[src/rtl/mlc_carrier_pkg.sv]
package mlc_carrier_pkg;

    // Placement of the carriers relative to each other
    typedef enum logic [1:0] {
        PLACE_INPHASE = 2'd0,
        PLACE_HALVES  = 2'd1,
        PLACE_ALTERN  = 2'd2,
        PLACE_SPARE   = 2'd3
    } place_e;

endpackage

[src/rtl/carrier_timebase.sv]
module carrier_timebase
    import mlc_carrier_pkg::*;
#(
    parameter int CNT_W = 16
) (
    input  logic             clk,
    input  logic             rst_n,
    input  logic [CNT_W-1:0] period_i,
    input  place_e           scheme_i,
    input  logic             svm_i,
    input  logic             asym_i,
    output logic [CNT_W-1:0] cnt_o,
    output logic [CNT_W-1:0] max_o,
    output place_e           scheme_o,
    output logic             svm_o,
    output logic             asym_o
);

    localparam logic [CNT_W-1:0] ONE = {{(CNT_W-1){1'b0}}, 1'b1};

    typedef struct packed {
        logic [CNT_W-1:0] cnt;
        logic             up;
        logic [CNT_W-1:0] max;
        place_e           scheme;
        logic             svm;
        logic             asym;
    } tb_state_t;

    tb_state_t        st_d, st_q;
    logic [CNT_W-1:0] per_eff_d;
    logic             reload_d;

    always_comb begin
        st_d      = st_q;
        reload_d  = 1'b0;
        per_eff_d = (period_i == '0) ? ONE : period_i;

        if (st_q.up) begin
            st_d.cnt = st_q.cnt + ONE;
            if (st_q.cnt + ONE == st_q.max) begin
                st_d.up = 1'b0;
            end
        end else begin
            st_d.cnt = st_q.cnt - ONE;
            if (st_q.cnt == ONE) begin
                st_d.up  = 1'b1;
                reload_d = 1'b1;
            end
        end

        if (reload_d || !rst_n) begin
            st_d.max    = per_eff_d;
            st_d.scheme = scheme_i;
            st_d.svm    = svm_i;
            st_d.asym   = asym_i;
        end

        if (!rst_n) begin
            st_d.cnt = '0;
            st_d.up  = 1'b1;
        end
    end

    always_ff @(posedge clk) begin
        st_q <= st_d;
    end

    assign cnt_o    = st_q.cnt;
    assign max_o    = st_q.max;
    assign scheme_o = st_q.scheme;
    assign svm_o    = st_q.svm;
    assign asym_o   = st_q.asym;

endmodule

[src/rtl/carrier_arrange.sv]
module carrier_arrange
    import mlc_carrier_pkg::*;
#(
    parameter int CNT_W        = 16,
    parameter int NUM_CARRIERS = 4
) (
    input  logic [CNT_W-1:0]              cnt_i,
    input  logic [CNT_W-1:0]              max_i,
    input  place_e                        scheme_i,
    input  logic                          svm_i,
    output logic [NUM_CARRIERS*CNT_W-1:0] carrier_o
);

    localparam int HALF = NUM_CARRIERS / 2;

    logic [CNT_W-1:0] mirror_w;
    assign mirror_w = max_i - cnt_i;

    for (genvar k = 0; k < NUM_CARRIERS; k++) begin : g_band
        logic inv_d;
        always_comb begin
            inv_d = 1'b0;
            if (!svm_i) begin
                case (scheme_i)
                    PLACE_HALVES: inv_d = (k >= HALF);
                    PLACE_ALTERN: inv_d = ((k % 2) == 1);
                    default:      inv_d = 1'b0;
                endcase
            end
        end
        assign carrier_o[k*CNT_W +: CNT_W] = inv_d ? mirror_w : cnt_i;
    end

endmodule

[src/rtl/carrier_strobes.sv]
module carrier_strobes #(
    parameter int CNT_W = 16
) (
    input  logic [CNT_W-1:0] cnt_i,
    input  logic [CNT_W-1:0] max_i,
    input  logic             svm_i,
    input  logic             asym_i,
    output logic             peak_o,
    output logic             trough_o,
    output logic             sample_o
);

    always_comb begin
        peak_o   = (cnt_i == max_i);
        trough_o = (cnt_i == '0);
        if (svm_i) begin
            sample_o = peak_o;
        end else if (asym_i) begin
            sample_o = peak_o | trough_o;
        end else begin
            sample_o = trough_o;
        end
    end

endmodule

[src/rtl/mlc_carrier_gen.sv]
module mlc_carrier_gen
    import mlc_carrier_pkg::*;
#(
    parameter int CNT_W        = 16,
    parameter int NUM_CARRIERS = 4
) (
    input  logic                          clk,
    input  logic                          rst_n,
    input  logic [CNT_W-1:0]              period_i,
    input  logic [1:0]                    scheme_i,
    input  logic                          svm_i,
    input  logic                          asym_i,
    output logic [NUM_CARRIERS*CNT_W-1:0] carrier_o,
    output logic                          peak_o,
    output logic                          trough_o,
    output logic                          sample_o
);

    logic [CNT_W-1:0] cnt_w;
    logic [CNT_W-1:0] max_w;
    place_e           scheme_w;
    logic             svm_w;
    logic             asym_w;

    carrier_timebase #(.CNT_W(CNT_W)) u_base (
        .clk      (clk),
        .rst_n    (rst_n),
        .period_i (period_i),
        .scheme_i (place_e'(scheme_i)),
        .svm_i    (svm_i),
        .asym_i   (asym_i),
        .cnt_o    (cnt_w),
        .max_o    (max_w),
        .scheme_o (scheme_w),
        .svm_o    (svm_w),
        .asym_o   (asym_w)
    );

    carrier_arrange #(.CNT_W(CNT_W), .NUM_CARRIERS(NUM_CARRIERS)) u_arr (
        .cnt_i     (cnt_w),
        .max_i     (max_w),
        .scheme_i  (scheme_w),
        .svm_i     (svm_w),
        .carrier_o (carrier_o)
    );

    carrier_strobes #(.CNT_W(CNT_W)) u_strb (
        .cnt_i    (cnt_w),
        .max_i    (max_w),
        .svm_i    (svm_w),
        .asym_i   (asym_w),
        .peak_o   (peak_o),
        .trough_o (trough_o),
        .sample_o (sample_o)
    );

endmodule

[config.mk]
export PLATFORM = sky130hd
export DESIGN_NAME = mlc_carrier_gen
export DESIGN_NICKNAME = d
export VERILOG_FILES = /design/src/rtl/mlc_carrier_pkg.sv /design/src/rtl/carrier_timebase.sv /design/src/rtl/carrier_arrange.sv /design/src/rtl/carrier_strobes.sv /design/src/rtl/mlc_carrier_gen.sv
export SDC_FILE = /design/constraint.sdc
export NUM_CORES = 1
export LEC_CHECK = 0
export BUFFER_PORTS_ARGS = -buffer_cell sky130_fd_sc_hd__buf_2
export CAP_MARGIN = 20
export CORE_MARGIN = 2
export CORE_UTILIZATION = 59
export CTS_CLUSTER_SIZE = 40
export DETAILED_ROUTE_END_ITERATION = 16
export GPL_TIMING_DRIVEN = 1
export PLACE_DENSITY = 0.87
export SYNTH_ARGS = -nofsm -noshare
export SYNTH_HDL_FRONTEND = slang
export SYNTH_SLANG_ARGS = --single-unit
[constraint.sdc]
create_clock -name clk -period 6.71 [get_ports clk]
set_input_delay 1.342 -clock clk [delete_from_list [all_inputs] [get_ports clk]]
set_output_delay 1.342 -clock clk [all_outputs]
set_load 0.02 [all_outputs]
# Word level (Yosys, flattened, before mapping)
# Cells that the tools add are included.
dict set report classes {
  n_mul 0
  muxes 15
  reduce_logical 5
  n_lt_le_gt_ge 0
  n_div 0
  shifts 0
  n_addsub 3
  bitwise_logic 1
  eq_ne 5
}
# cell count
set ops {}
lappend ops {{$mux W16} 3}
lappend ops {{$eq A16 B16 Y1} 2}
lappend ops {{$logic_not A16 Y1} 2}
lappend ops {{$mux W17} 1}
lappend ops {{$add A16 B1 Y16 const B} 1}
lappend ops {{$eq A16 B1 Y1 const B} 1}
lappend ops {{$sub A16 B1 Y16 const B} 1}
lappend ops {{$sub A16 B16 Y16} 1}
lappend ops {{$mux W1} 11}
lappend ops {{$eq A2 B1 Y1 const B} 1}
lappend ops {{$eq A2 B2 Y1 const B} 1}
lappend ops {{$reduce_or A2 Y1} 1}
lappend ops {{$logic_not A1 Y1} 1}
lappend ops {{$logic_or A1 B1 Y1} 1}
lappend ops {{$or A1 B1 Y1} 1}
dict set report word_totals {
  mem_count 0
  mem_bits_rw 0
  elab_cells 35
  reg_bits 37
  rom_bits 0
  latchBits 0
  out_inout_bits 67
  in_bits 22
}

# Longest topological paths before layout
# Gate-level depths: netlist of the first run.
dict set report logic_depth {
  ltp_word 5
  ltp_mapped 11
}

# Cells and area by module
# A second synthesis of the first run with hierarchy kept.
dict set report hier_totals {
  hier_cells 566
  area_unflattened_um2 4341.7
}
# module cells_each instances area_per_inst_um2 seq_area_each_um2
set modules_own_cells {}
lappend modules_own_cells {carrier_timebase 258 1 2388.5 940.9}
lappend modules_own_cells {carrier_arrange 279 1 1722.9 0.0}
lappend modules_own_cells {carrier_strobes 29 1 230.2 0.0}

# Least setup slack after synthesis of the first run
# No wires, ideal clock.
dict set report synth_timing {
  kind {register to output}
  from {register u_base.st_q, in the netlist u_base.cnt_o[8]}
  to {output sample_o}
  n_path_buf 2
  t_required_ns 5.368
  path_stages_with_launch 10
  arrival_ns 2.869
  path_slack_ns 2.499
  cell_sequence {dfxtp_1 buf_1 inv_1 ha_1 clkbuf_1 and4_1 nand4_1 nor4_1 o21ai_0 o21ai_1}
}
dict set report synth_via {
  elab_chain_cells 4
  word_cells_on_any_way 5
}
# item line_no
set synth_rtl {}
lappend synth_rtl {{from (decl)} carrier_timebase.sv:30} ;# tb_state_t st_d, st_q;
lappend synth_rtl {{from (signal assigned)} carrier_timebase.sv:66} ;# st_q <= st_d;
lappend synth_rtl {{$eq A16 B16 Y1 (*)} carrier_strobes.sv:14} ;# peak_o = (cnt_i == max_i);
lappend synth_rtl {{net peak_o} mlc_carrier_gen.sv:14} ;# output logic peak_o,
lappend synth_rtl {{$or A1 B1 Y1} carrier_strobes.sv:19} ;# sample_o = peak_o | trough_o;
lappend synth_rtl {{$mux W1} carrier_strobes.sv:18} ;# end else if (asym_i) begin
lappend synth_rtl {{$mux W1 (*)} carrier_strobes.sv:16} ;# if (svm_i) begin
lappend synth_rtl {{to (decl)} mlc_carrier_gen.sv:16} ;# output logic sample_o
# Mark *: on every way through the listed nets, which the timed path passes. The rest lies on a longest branch.

# Worst setup path after layout of the first run
dict set report layout_timing {
  from {register u_base.st_q, in the netlist u_base.cnt_o[8]}
  to {output carrier_o[63]}
}
dict set report layout_via {
  elab_chain_cells 2
}
# item line_no
set layout_rtl {}
lappend layout_rtl {{$sub A16 B16 Y16} carrier_arrange.sv:17} ;# assign mirror_w = max_i - cnt_i;
lappend layout_rtl {{$mux W16} carrier_arrange.sv:31} ;# assign carrier_o[k*CNT_W +: CNT_W] = inv_d ? mirror_w : cnt_i;
lappend layout_rtl {{to (decl)} mlc_carrier_gen.sv:13} ;# output logic [NUM_CARRIERS*CNT_W-1:0] carrier_o,
# No other way between the ends.

==> flow_summary.yaml, run 1 <==
run_status:
  status: "finished, final reports clean"
synth:
  yosys.area.top_type: "edfxtp_1"
  syn-num-nets: 535
  yosysMostFrequentCell: "nand2_1"
  synthArstFlopShare_pct: 0
  ys_ff_latch: 37
  seq_area_frac_synth_pct: 25.47
  yosys_warnings: 0
  synth-edff-count: 20
  syn-cell-area_um2: 3694
  synth_top_area_share_pct: 16.26
  ys_top_cells_by_count: "64 x nand2_1, 49 x o21ai_0, 42 x clkbuf_1"
  synthCells: 491
  yosys-top-cells-area: "edfxtp_1 16%, dfxtp_1 9.2%, ha_1 7.1%"
  syn_area_per_cell_um2: 7.522
  synth_cell_type_count: 56
  synth-main-ff-cell: "edfxtp_1"
timing:
  relSlewSlack_pct: 27.60
  fin_crit_ns: 4.711
  worstMarginPinSlew_ns: 1.086
  hold_viol_final: 0
  finalSetupViolations: 0
  rsz0062_at_grt: "no"
  report.final.slew_viol_count: 0
  clock_skew_ns: 0.01659
  period_share_pct: 70.21
  setup_tns_ns: 0
  clock.fmax_mhz: 212.3
  setup_ws_ns: 1.999
floorplan:
  io_pins: 89
  dieHeight_um: 83.12
  core_um2: 5991
  fp.dieArea_um2: 6909
  die_w_um: 83.12
  num_rows: 28
  initial_core_util_pct: 61.65
cts:
  cts.hold.buffers_added: 0
  post_cts_buffers: 0
  clk_latency_ns: 0.29
  path_clk_slew_ns: 0.09
  cts_tree: "built"
  htree_levels: 2
  cts_made_buffers: 5
  clock_path_buffers: 2
  cts.sinks: 37
  ctsResizeCount: 0
  root_buffer: "clkbuf_8"
worst_setup_path:
  max_stage_delay_ns: 0.64
  critical_path_buf_inv_count: 2
  critical_path_class: "flop to output port"
  critical_path.max_fanout: 14
  rr_worst_depth: 6
  cp.arrival_ns: 3.37
  cp_num_cells: 9
  cp_data_required_time_ns: 5.37
  end_kind: "output port"
  crit_slowest_cell: "dfxtp_1"
  crit_path_start_kind: "flop"
  crit_chain: "inv_1, ha_1, a21oi_1, o21ai_0, a221oi_1, or3b_1, and2_1, a221o_1, buf_2"
  crit_family: "compound AO/OA/AOI/OAI gates"
min_path:
  min_path_cells: 1
  min_path_type: "flop to flop"
final_layout:
  nets: 564
  final_cells: 596
  area_delta_synth_final_pct: 9.045
  drive_gt1_share_pct: 19.39
  antenna_cells: 0
grt:
  grt_max_degree: 33
  overflow: 0
  grt_pass1_wl_mm: 16.75
  antenna_found_initial: 0
  track_usage_pct: 29.74
  grt_pass1_vias: 3370
detailed_routing:
  vias_per_cell: 6.200
  drt_first_pass_iters: 5
  wire_per_inst_um: 17.67
  ant_nets: 0
  drt-initial-drc-count: 341
  drc: 0
  routed_wl_mm: 10.53
  vias: 3695
pwr:
  p_leak_nw: 1.730
  power_density_nw_per_um2: 156.1
  vdd_ir_drop_max_mv: 0.1232
flow_run:
  max-cap-violations: 0
place:
  gp_congestion: 1.027
  dp_hpwl_mm: 8.250
  dp_slack_ns: 2.431
  io_buffers: 88
  placed_cells_incl_taps: 588
==> sequential cells by signal (all words and copies together) (netlist names) <==
name / count
u_base.asym_o: 1
u_base.cnt_o: 16
u_base.max_o: 16
u_base.scheme_o: 2
u_base.st_q: 1
u_base.svm_o: 1
==> worst register-to-register path, stage by stage (launching register included) <==
cell and delay, ns:
dfxtp_1 0.47, or4_4 0.62, or3_4 0.35, or3_4 0.35, nor4b_1 0.54, nand3b_1 0.25
nand2_1 0.62
==> report_power, final <==
part           internal [mW]  total, mW  leakage (nW)  switching [mW]
combinational         0.0588      0.165          1.34           0.106
clock                  0.112      0.203        0.0585          0.0911
sequential             0.248      0.261         0.333          0.0128
==> layer usage <==
layer	wire [µm]	global-route usage [%]	up-vias
met5	0	0	-
met4	262	8.346	0
met3	758	4.473	22
met2	5251	52.05	176
met1	4259	38.01	1737
li1	-	-	1760
==> kinds of logic after synthesis <==
group / after synthesis / synth area share, %
compound gates: 122 / 20.43
buf+inv: 93 / 11.21
xor+xnor: 43 / 10.20
flops: 37 / 25.47
fa+ha+maj: 22 / 7.656
mux: 5 / 1.389
simple gates: 169 / 23.65
==> final cells by class <==
| cell class | count | area (µm²) |
|---|---|---|
| Multi-Input combinational cell | 361 | 2338 |
| Fill cell | 525 | 1963 |
| Sequential cell | 37 | 940.9 |
| Timing Repair Buffer | 88 | 440.4 |
| Inverter | 27 | 101.3 |
| Tap cell | 75 | 93.84 |
| Clock buffer | 5 | 68.82 |
| Clock inverter | 3 | 43.79 |
==> final timing paths <==
| kind | start | endpoint | slack [ns] |
|---|---|---|---|
| setup / recovery | u_base.cnt_o[8] | carrier_o[63] | 2.00 |
| hold / removal | u_base.cnt_o[0] | u_base.cnt_o[0] | 0.62 |
| setup reg to reg | u_base.cnt_o[6] | u_base.scheme_o[0] | 3.13 |
| hold reg to reg | u_base.cnt_o[0] | u_base.cnt_o[0] | 0.62 |
==> cells in the final DEF, fill, tap and decap left out, types with 9 or more instances in the layout <==
master / netlist / final
edfxtp_1: 20 / 20
buf_2: 4 / 88
inv_1: 27 / 27
nor2_1: 14 / 14
ha_1: 21 / 21
nor3_1: 9 / 9
and2_1: 19 / 19
xnor2_1: 29 / 29
o21ai_0: 49 / 49
a21oi_1: 19 / 19
nand2_1: 64 / 64
dfxtp_1: 17 / 17
nand3_1: 12 / 12
xor2_1: 14 / 14
nand4_1: 13 / 13
==> metrics by stage <==
stage | utilization [%] | instance area [µm²] | total power [mW] | hold WS (ns)
6_report | 67.23 | 4028 | 0.6289 | 0.6227
5_1_grt | 67.23 | 4028 | 0.6562 | 0.6563
4_1_cts | 67.23 | 4028 | 0.6279 | 0.6269
3_5_place_dp | 65.35 | 3915 | 0.4282 | 0.6078
3_3_place_gp | 65.35 | 3915 | 0.4253 | 0.5935
2_1_floorplan | - | 3694 | 0.3807 | 0.6430
No activity file was read; power rests on OpenSTA's default activity.
==> inputs of run 2 (changes only) <==
CORE_UTILIZATION = 50   (was 59)
PLACE_DENSITY = 0.78   (was 0.87)
clock period = 4.1 ns   (was 6.71 ns; I/O delays follow)
==> run 2 against run 1 <==
Against the previous run: final area is 3.3% higher; clock-buffer cell count unchanged; critical path type unchanged; largest power group unchanged; largest cell class unchanged; core utilization is 9.5 points lower; first-iteration DRC count shrank 27%; sequential share of layout area down 0.75 points.
==> flow_summary.yaml, run 2 (synthesis results as in run 1) <==
detailed_routing:
  vias: 3694
  vias_per_cell: 5.826
  drc: 0
  routed_wl_mm: 10.62
  wire_per_inst_um: 16.75
  drt-initial-drc-count: 248
  drt_first_pass_iters: 5
  ant_nets: 0
worst_setup_path:
  crit_path_start_kind: "flop"
  reg2reg_from: "u_base.cnt_o[6]"
  critical_path_buf_inv_count: 2
  cp.arrival_ns: 3.09
  end_kind: "output port"
  cpMostUsedCell: "a21o_1"
  crit_slowest_cell: "dfxtp_1"
  crit_path_start: "u_base.cnt_o[12]"
  rrSetupSlack_ns: 0.77
  critical_path_class: "flop to output port"
  crit_family: "compound AO/OA/AOI/OAI gates"
  critical_path.max_fanout: 10
  cp_data_required_time_ns: 3.28
  max_stage_delay_ns: 0.51
  crit_chain: "inv_1, ha_1, a21o_1, a21o_1, a221oi_1, or3b_1, and2_1, a221o_1, buf_2"
final_layout:
  seqCellArea_um2: 940.9
  antenna_cells: 0
  final_common_cell: "buf_2"
  drive_gt1_share_pct: 21.31
  post-route-util_pct: 57.68
  area_delta_synth_final_pct: 12.67
  multiInputGateArea_um2: 2340
  fillers: 726
  mostFrequentLayoutCells: "88 x buf_2, 64 x nand2_1, 49 x o21ai_0"
  nets: 578
  stdcell_area_um2: 4161
floorplan:
  io_pins: 89
  dieHeight_um: 89.95
  fp.dieArea_um2: 8091
  num_rows: 31
  core_um2: 7214
  initial_core_util_pct: 51.20
  die_w_um: 89.95
pwr:
  clockPowerShare_pct: 31.1
  p_switching_uw: 330.3
  vdd_ir_drop_max_mv: 0.2204
  p_leak_nw: 1.799
  combPwrFrac_pct: 27.6
  power_frac_seq_pct: 41.2
  p_int_uw: 684.1
  p_sw_share_pct: 32.56
  power_density_nw_per_um2: 243.8
timing:
  report.final.slew_viol_count: 0
  worstMarginPinSlew_ns: 0.9719
  clock_skew_ns: 0.004199
  hold_viol_final: 0
  finalSetupViolations: 0
  period_share_pct: 95.26
  rsz0062_at_grt: "no"
  relSlewSlack_pct: 35.20
  setup_tns_ns: 0
  clock.fmax_mhz: 256.0
  fin_crit_ns: 3.906
  setup_ws_ns: 0.1943
grt:
  track_usage_pct: 26.00
  grt_pass1_wl_mm: 16.96
  grt_pass1_vias: 3349
  antenna_found_initial: 0
  overflow: 0
  grt_max_degree: 33
cts:
  root_buffer: "clkbuf_8"
  htree_levels: 2
  cts.hold.buffers_added: 0
  clock_path_buffers: 2
  cts_tree: "built"
  cts_made_buffers: 5
  cts.sinks: 37
  path_clk_slew_ns: 0.08
  clk_latency_ns: 0.29
place:
  dpl_cell_area_um2: 4050
  io_buffers: 88
  dp_slack_ns: 0.4933
  gp_congestion: 0.9336
  dp_hpwl_mm: 8.481
flow_run:
  max-cap-violations: 0
min_path:
  min_path_type: "flop to flop"
  min_from: "u_base.cnt_o[0]"
run_status:
  status: "finished, final reports clean"
run 2: changes by cell type in the layout (fill, tap and decap cells not counted):
cell	delta
clkinv_2	-1
clkinvlp_4	+1
clkinv_1	+1
a2111oi_0	-1
a2111oi_1	+1
inv_6	-1
buf_4	+14
run 2: area by class of cell:
type	count	area share [%]
Sequential cell	37	22.61
Multi-Input combinational cell	361	56.22
Tap cell	99	2.977
Clock buffer	5	1.654
Timing Repair Buffer	102	13.11
Clock inverter	3	0.9922
Inverter	27	2.435
run 2: through the flow:
stage | instances | hold slack, ns | total power, mW
floorplan | 491 | 0.6430 | 0.6231
global placement | 626 | 0.6318 | 0.7006
detailed placement | 626 | 0.6407 | 0.7040
CTS | 634 | 0.6647 | 1.015
global route | 634 | 0.6835 | 1.062
finish | 634 | 0.6587 | 1.014
run 2: per-layer routing:
| metal | GRT usage [%] | up-vias | part of all wire, % |
|---|---|---|---|
| met1 | 34.69 | 1731 | 43 |
| li1 | - | 1785 | - |
| met3 | 4.946 | 26 | 6.1 |
| met2 | 43.31 | 152 | 48 |
| met4 | 7.179 | 0 | 2.4 |
| met5 | 0 | - | 0 |
run 2: worst min-delay path: stages (launching register included):
cell     delay [ns]
dfxtp_1        0.34
buf_4          0.19
nor2b_1        0.10
run 2: final timing paths:
check / to / depth (start not counted)
worst max-delay path: carrier_o[63] / 9
worst max register to register: u_base.max_o[4] / 7
worst min-delay path: u_base.cnt_o[0] / 2
worst min register to register: u_base.cnt_o[0] / 2
run 2: what timing repair did:
| item | CTS | global route |
|---|---|---|
| buffers inserted | 0 | 0 |
| endpoints found under the setup margin | 0 | 3 |
| gates resized for setup | 0 | 1 |
run 2: power groups by stage:
stage	clock network [mW]	registers (mW)	logic, mW
5_1_grt	0.334	0.420	0.307
4_1_cts	0.319	0.418	0.278
2_1_floorplan	0	0.424	0.199
6_report	0.316	0.418	0.280
3_5_place_dp	0	0.427	0.277
3_3_place_gp	0	0.426	0.275
